File: config.mk
export PLATFORM = sky130hd
export DESIGN_NAME = rop_pixel_mixer
export DESIGN_NICKNAME = d
export VERILOG_FILES = /design/src/rtl/rop_mix_pkg.sv /design/src/rtl/rop_cmp_unit.sv /design/src/rtl/rop_mix_unit.sv /design/src/rtl/rop_mask_merge.sv /design/src/rtl/rop_pixel_mixer.sv
export SDC_FILE = /design/constraint.sdc
export NUM_CORES = 1
export LEC_CHECK = 0
export BUFFER_PORTS_ARGS = -buffer_cell sky130_fd_sc_hd__buf_2
export CORE_ASPECT_RATIO = 0.6
export CORE_MARGIN = 4
export CORE_UTILIZATION = 53
export CTS_CLUSTER_DIAMETER = 30
export DETAILED_ROUTE_END_ITERATION = 10
export GPL_TIMING_DRIVEN = 1
export MAX_ROUTING_LAYER = met4
export PLACE_DENSITY = 0.77
export REMOVE_ABC_BUFFERS = 1
export SLEW_MARGIN = 15
export SYNTH_ARGS = -nofsm -noshare
export SYNTH_HDL_FRONTEND = slang
export SYNTH_SLANG_ARGS = --single-unit
export TNS_END_PERCENT = 1
File: constraint.sdc
create_clock -name clk -period 2.9 [get_ports clk]
set_input_delay 0.29 -clock clk [delete_from_list [all_inputs] [get_ports clk]]
set_output_delay 0.29 -clock clk [all_outputs]
set_load 0.01 [all_outputs]
File: src/rtl/rop_mix_pkg.sv
package rop_mix_pkg;

    localparam int MIX_CODE_W = 5;
    localparam int CMP_FN_W   = 3;

    // Boolean mix codes
    localparam logic [MIX_CODE_W-1:0] MIX_NOT_D    = 5'h00;
    localparam logic [MIX_CODE_W-1:0] MIX_ZERO     = 5'h01;
    localparam logic [MIX_CODE_W-1:0] MIX_ONES     = 5'h02;
    localparam logic [MIX_CODE_W-1:0] MIX_D        = 5'h03;
    localparam logic [MIX_CODE_W-1:0] MIX_NOT_S    = 5'h04;
    localparam logic [MIX_CODE_W-1:0] MIX_XOR      = 5'h05;
    localparam logic [MIX_CODE_W-1:0] MIX_XNOR     = 5'h06;
    localparam logic [MIX_CODE_W-1:0] MIX_S        = 5'h07;
    localparam logic [MIX_CODE_W-1:0] MIX_NAND     = 5'h08;
    localparam logic [MIX_CODE_W-1:0] MIX_NS_OR_D  = 5'h09;
    localparam logic [MIX_CODE_W-1:0] MIX_S_OR_ND  = 5'h0A;
    localparam logic [MIX_CODE_W-1:0] MIX_OR       = 5'h0B;
    localparam logic [MIX_CODE_W-1:0] MIX_AND      = 5'h0C;
    localparam logic [MIX_CODE_W-1:0] MIX_S_AND_ND = 5'h0D;
    localparam logic [MIX_CODE_W-1:0] MIX_NS_AND_D = 5'h0E;
    localparam logic [MIX_CODE_W-1:0] MIX_NOR      = 5'h0F;
    // Arithmetic mix code
    localparam logic [MIX_CODE_W-1:0] MIX_AVG      = 5'h17;

    // Compare function codes
    localparam logic [CMP_FN_W-1:0] CMP_ALWAYS = 3'd1;
    localparam logic [CMP_FN_W-1:0] CMP_NEQ    = 3'd4;
    localparam logic [CMP_FN_W-1:0] CMP_EQ     = 3'd5;

    // Settings after reset
    localparam logic [MIX_CODE_W-1:0] MIX_RESET    = MIX_S;
    localparam logic [CMP_FN_W-1:0]   CMP_FN_RESET = 3'd0;

endpackage

File: src/rtl/rop_cmp_unit.sv
module rop_cmp_unit
    import rop_mix_pkg::*;
#(
    parameter int PIX_W = 32
) (
    input  logic [CMP_FN_W-1:0] fn,
    input  logic                use_src,
    input  logic [PIX_W-1:0]    cmp_mask,
    input  logic [PIX_W-1:0]    cmp_color,
    input  logic [PIX_W-1:0]    src,
    input  logic [PIX_W-1:0]    dst,
    output logic                hit
);

    logic [PIX_W-1:0] tested;
    logic             match;

    always_comb begin
        tested = (use_src ? src : dst) & cmp_mask;
        match  = (tested == cmp_color);
        case (fn)
            CMP_ALWAYS: hit = 1'b1;
            CMP_NEQ:    hit = !match;
            CMP_EQ:     hit = match;
            default:    hit = 1'b0;
        endcase
    end

endmodule

File: src/rtl/rop_mix_unit.sv
module rop_mix_unit
    import rop_mix_pkg::*;
#(
    parameter int PIX_W = 32
) (
    input  logic [MIX_CODE_W-1:0] code,
    input  logic [PIX_W-1:0]      src,
    input  logic [PIX_W-1:0]      dst,
    output logic [PIX_W-1:0]      mixed
);

    localparam int SUM_W = PIX_W + 1;

    logic [SUM_W-1:0] sum_wide;
    logic [PIX_W-1:0] avg;

    always_comb begin
        sum_wide = {1'b0, src} + {1'b0, dst};
        avg      = PIX_W'(sum_wide >> 1);
    end

    always_comb begin
        case (code)
            MIX_NOT_D:    mixed = ~dst;
            MIX_ZERO:     mixed = '0;
            MIX_ONES:     mixed = '1;
            MIX_D:        mixed = dst;
            MIX_NOT_S:    mixed = ~src;
            MIX_XOR:      mixed = src ^ dst;
            MIX_XNOR:     mixed = ~(src ^ dst);
            MIX_S:        mixed = src;
            MIX_NAND:     mixed = ~(src & dst);
            MIX_NS_OR_D:  mixed = ~src | dst;
            MIX_S_OR_ND:  mixed = src | ~dst;
            MIX_OR:       mixed = src | dst;
            MIX_AND:      mixed = src & dst;
            MIX_S_AND_ND: mixed = src & ~dst;
            MIX_NS_AND_D: mixed = ~src & dst;
            MIX_NOR:      mixed = ~(src | dst);
            MIX_AVG:      mixed = avg;
            default:      mixed = src;
        endcase
    end

endmodule

File: src/rtl/rop_mask_merge.sv
module rop_mask_merge #(
    parameter int PIX_W = 32
) (
    input  logic             hold,
    input  logic [PIX_W-1:0] write_mask,
    input  logic [PIX_W-1:0] mixed,
    input  logic [PIX_W-1:0] old_dst,
    output logic [PIX_W-1:0] result
);

    for (genvar b = 0; b < PIX_W; b++) begin : g_plane
        assign result[b] = (hold || !write_mask[b]) ? old_dst[b] : mixed[b];
    end

endmodule

File: src/rtl/rop_pixel_mixer.sv
module rop_pixel_mixer
    import rop_mix_pkg::*;
#(
    parameter int PIX_W = 32
) (
    input  logic                  clk,
    input  logic                  rst_n,
    input  logic                  cfg_load,
    input  logic [MIX_CODE_W-1:0] cfg_mix,
    input  logic [CMP_FN_W-1:0]   cfg_cmp_fn,
    input  logic                  cfg_cmp_use_src,
    input  logic [PIX_W-1:0]      cfg_cmp_color,
    input  logic [PIX_W-1:0]      cfg_cmp_mask,
    input  logic [PIX_W-1:0]      cfg_write_mask,
    input  logic                  in_valid,
    output logic                  in_ready,
    input  logic [PIX_W-1:0]      in_src,
    input  logic [PIX_W-1:0]      in_dst,
    output logic                  out_valid,
    input  logic                  out_ready,
    output logic [PIX_W-1:0]      out_pix,
    output logic                  out_skip
);

    typedef struct packed {
        logic [MIX_CODE_W-1:0] mix;
        logic [CMP_FN_W-1:0]   cmp_fn;
        logic                  cmp_use_src;
        logic [PIX_W-1:0]      cmp_color;
        logic [PIX_W-1:0]      cmp_mask;
        logic [PIX_W-1:0]      wr_mask;
        logic                  o_valid;
        logic [PIX_W-1:0]      o_pix;
        logic                  o_skip;
    } state_t;

    state_t st_d, st_q;

    logic             hit;
    logic [PIX_W-1:0] mixed;
    logic [PIX_W-1:0] merged;
    logic             take_pix;

    rop_cmp_unit #(.PIX_W(PIX_W)) u_cmp (
        .fn        (st_q.cmp_fn),
        .use_src   (st_q.cmp_use_src),
        .cmp_mask  (st_q.cmp_mask),
        .cmp_color (st_q.cmp_color),
        .src       (in_src),
        .dst       (in_dst),
        .hit       (hit)
    );

    rop_mix_unit #(.PIX_W(PIX_W)) u_mix (
        .code  (st_q.mix),
        .src   (in_src),
        .dst   (in_dst),
        .mixed (mixed)
    );

    rop_mask_merge #(.PIX_W(PIX_W)) u_merge (
        .hold       (hit),
        .write_mask (st_q.wr_mask),
        .mixed      (mixed),
        .old_dst    (in_dst),
        .result     (merged)
    );

    assign in_ready  = !st_q.o_valid || out_ready;
    assign take_pix  = in_valid && in_ready;
    assign out_valid = st_q.o_valid;
    assign out_pix   = st_q.o_pix;
    assign out_skip  = st_q.o_skip;

    always_comb begin
        st_d = st_q;
        if (cfg_load) begin
            st_d.mix         = cfg_mix;
            st_d.cmp_fn      = cfg_cmp_fn;
            st_d.cmp_use_src = cfg_cmp_use_src;
            st_d.cmp_mask    = cfg_cmp_mask;
            st_d.cmp_color   = cfg_cmp_color & cfg_cmp_mask;
            st_d.wr_mask     = cfg_write_mask;
        end
        if (take_pix) begin
            st_d.o_valid = 1'b1;
            st_d.o_pix   = merged;
            st_d.o_skip  = hit;
        end else if (out_ready) begin
            st_d.o_valid = 1'b0;
        end
    end

    always_ff @(posedge clk or negedge rst_n) begin
        if (!rst_n) begin
            st_q.mix         <= MIX_RESET;
            st_q.cmp_fn      <= CMP_FN_RESET;
            st_q.cmp_use_src <= 1'b0;
            st_q.cmp_color   <= '0;
            st_q.cmp_mask    <= '1;
            st_q.wr_mask     <= '1;
            st_q.o_valid     <= 1'b0;
            st_q.o_pix       <= '0;
            st_q.o_skip      <= 1'b0;
        end else begin
            st_q <= st_d;
        end
    end

endmodule

==> run_results.csv <==
group,metric,value,unit
outcome,status,"finished, violations left",
outcome,violations,"setup timing",
die,start_util,54.6,%
worst_hold_path,hold_end,"st_q[74]$_DFFE_PN1P_",
timing,setup-violations-final,33,
power,p_per_area,449,nW/um^2
global_routing,grt_pass1_wl,78.9,mm
die,io-pin-count,209,
worst_setup_path,worst_setup_path_end_kind,"register",
routing,antenna_left,0,
finish,antennaDiodeCount,0,
power,ir_drop,0.486,mV
synthesis,ys_types,68,
synthesis,synth.avg_cell_area,8.48,sq um
timing,layout_min_cycle_time,3.48,ns
worst_setup_path,cp-start-kind,"register",
clock_network,h-tree-depth,4,
synthesis,syn_area,13400,sq um
clock_network,numCtsBuffers,17,
power,p_int,4.97,mW
worst_setup_path,path_max_fanout,6,
clock_network,clock_latency,0.46,ns
synthesis,synth_top_flop_cell,"dfrtp_1",
die,core-area,24500,sq um
worst_hold_path,hold_path.class,"in -> reg",
synthesis,synth_edf_count,0,
timing,tightestPinTransition,1.01,ns
timing,relSlewSlack,32.6,%
clock_network,cts_tree,"yes",
routing,wl_per_cell,22.9,microns
worst_setup_path,cp_cell_sequence,"buf_8, buf_12, buf_12, buf_6, mux2_4, nand3_1, and4b_1, nand4_1, o41ai_4, mux2i_2, buf_6, and2_4, buf_8, buf_6, a221o_1, nand2_1",
finish,drive_above_1_share,37.5,%
power,p_seq_share,31.4,%
place,hpwl,40.3,mm
worst_setup_path,worst-path-buf-inv,7,
die,fp-row-count,44,
routing,vias,14400,
timing,finalHoldWorstSlack,0.0483,ns
place,gp_congestion,1.04,
clock_network,cts_sinks,139,
timing,skew,0.0161,ns
finish,final_nets,2281,
global_routing,grt_overflow,0,
clock_network,path_clk_slew,0.07,ns
worst_setup_path,rr_startpoint,"st_q[130]$_DFFE_PN0P_",
clock_network,cts_buffer_depth,2,
timing,finalHoldViolCount,0,
global_routing,grt_max_degree,155,
worst_hold_path,hold_start,"cfg_cmp_mask[8]",
die,die_area,27900,sq um
power,p_leak,8.29,nW
worst_setup_path,worstPathArrival,3.82,ns
routing,firstDrtPassIters,8,
global_routing,antenna_found_initial,0,
worst_hold_path,min_path_cells,3,
timing,setup_slack,-0.584,ns
worst_setup_path,critical_path.slowest_cell,"dfrtp_2",
worst_setup_path,path_common_cell,"buf_6",
timing,fmax,287,MHz
timing,fin_setup_tns,-16.86,ns
worst_setup_path,rr_worst_depth,16,
die,fp.dieW,213,microns
synthesis,yosysSeqAreaShare,26.6,%
power,sw_frac_of_total,36.8,%
global_routing,grt_pass1_vias,13800,
worst_setup_path,path_class,"reg -> reg",
die,die_h,131,microns
worst_setup_path,critical_path.max_stage_delay,0.50,ns
place,port_buffers,208,
synthesis,postSynth.asyncResetShare,100,%
routing,wl,52.9,mm
worst_setup_path,cpLargestDelayFamily,"buffers and inverters",
finish,multi_input_area,8860,sq um
finish,n_fill_cell,1902,
worst_setup_path,required,3.23,ns
routing,drcViolationCount,0,
timing,rsz0062_at_grt,"true",
power,p_comb_share,40.5,%
global_routing,track_usage,38.4,%
synthesis,syn_inst,1576,
worst_setup_path,r2r_setup_slack,-0.58,ns
routing,drt-initial-drc-count,1966,
synthesis,ys_warn_count,0,
timing,slew_viol_final,0,
timing,final.period_utilization,120,%
power,pwr-share-clk,28.2,%
power,p_switching,2.90,mW
run,drv_cap,0,
synthesis,synth_seq_cells,139,
finish,area_growth,31.2,%
routing,vias_per_cell,6.21,
finish,regArea,3570,sq um
worst_setup_path,reg2reg_to,"out_pix[23]$_DFFE_PN0P_",
clock_network,cts-root-buf,"clkbuf_16",
==> placed cells by master, fill, tap and decap left out, drive strengths merged, types with 32 or more instances in the layout <==
master / n
xor2: 51
a21oi: 112
buf: 522
nor2: 85
mux2i: 36
nand2: 116
xnor2: 32
dfrtp: 72
nand3: 62
ha: 129
dfstp: 67
inv: 126
o21ai: 142
mux2: 72
==> worst max-delay path by stage <==
stage / slack, ns / endpoint / cells after the start / startpoint
2_1_floorplan: -1.74 / out_pix[13]$_DFFE_PN0P_ / 9 / st_q[130]$_DFFE_PN0P_
3_3_place_gp: -0.51 / out_pix[13]$_DFFE_PN0P_ / 13 / st_q[130]$_DFFE_PN0P_
3_5_place_dp: -0.63 / out_pix[31]$_DFFE_PN0P_ / 13 / st_q[130]$_DFFE_PN0P_
4_1_cts: -0.44 / out_pix[3]$_DFFE_PN0P_ / 14 / st_q[130]$_DFFE_PN0P_
5_1_grt: -0.67 / out_pix[23]$_DFFE_PN0P_ / 14 / st_q[130]$_DFFE_PN0P_
6_report: -0.58 / out_pix[23]$_DFFE_PN0P_ / 16 / st_q[130]$_DFFE_PN0P_
==> power by group through the flow <==
stage	logic, mW	clock network [mW]	registers, mW
final	3.18	2.22	2.47
after CTS	3.05	2.22	2.46
after global routing	3.39	2.31	2.49
after detailed placement	2.93	0	2.48
after floorplan	1.38	0	2.54
after global placement	2.86	0	2.47
==> routing by layer <==
metal / vias to the layer above / share of wire [%] / global-route usage [%]
li1: 6431 / - / -
met1: 6855 / 43 / 52.9
met2: 945 / 42 / 55.2
met3: 136 / 12 / 10.1
met4: 0 / 3.0 / 12.1
met5: - / 0 / -
==> cell type report <==
class,count,share of cell area (%)
timing repair buffer,524,20.9
multi-input combinational,1175,50.5
clock inverter,12,0.792
clock buffer,20,2.49
sequential,139,20.4
inverter,121,2.59
tap,322,2.30
==> cells in the mapped netlist, drive strengths merged, types with 18 or more instances <==
library cell | instances | area [sq um]
o221ai | 19 | 166
a31oi | 20 | 125
xnor2 | 32 | 280
nor2 | 85 | 319
mux2i | 36 | 360
inv | 121 | 454
o211ai | 24 | 180
buf | 52 | 364
mux2 | 72 | 815
a21oi | 112 | 561
dfstp | 67 | 1760
clkbuf | 89 | 334
dfrtp | 72 | 1800
nor3 | 22 | 110
o22ai | 19 | 119
a21o | 18 | 135
nand2 | 116 | 435
ha | 129 | 1610
a211oi | 30 | 225
xor2 | 51 | 447
o21ai | 142 | 711
nand3 | 62 | 310
==> cell families (layout without fill, tap and decap cells) <==
| group | Yosys count | after routing | synth area share [%] |
|---|---|---|---|
| adder cells (fa/ha/maj) | 129 | 129 | 12.1 |
| AND/OR/NAND/NOR | 367 | 367 | 13.3 |
| XOR/XNOR | 83 | 83 | 5.44 |
| AO/OA/AOI/OAI | 471 | 471 | 22.3 |
| flip-flops | 139 | 139 | 26.6 |
| multiplexers | 125 | 125 | 11.7 |
| buffers and inverters | 262 | 677 | 8.62 |
==> what timing repair did <==
item | CTS | global route
gates cloned | 2 | 1
buffers inserted | 10 | 5
endpoints found under the setup margin | 33 | 33
hold buffers | 1 | 0
gates resized for setup | 41 | 19
pin swaps | 16 | 12
hold endpoints to repair | 23 | 0
==> state kept, by name, indices dropped and copies added, names as in the netlist <==
register   cells
st_q         105
out_pix       32
out_skip       1
out_valid      1
==> per-stage QoR <==
step	utilization, %	cell area, sq um	cells	power [mW]	setup WS [ns]
floorplan	-	12700	1435	3.92	-1.74
global placement	67.4	16500	2264	5.33	-0.506
detailed placement	67.4	16500	2264	5.41	-0.634
CTS	71.0	17400	2308	7.73	-0.443
global route	71.6	17500	2313	8.19	-0.675
finish	71.6	17500	2313	7.87	-0.584
==> worst min-delay path: cells and delay by family <==
kind / cells / cell delay (ns)
buffers and inverters: 1 / 0.10
AO/OA/AOI/OAI: 1 / 0.07
AND/OR/NAND/NOR: 1 / 0.04
Note: power is estimated with default switching activity, not from simulation.
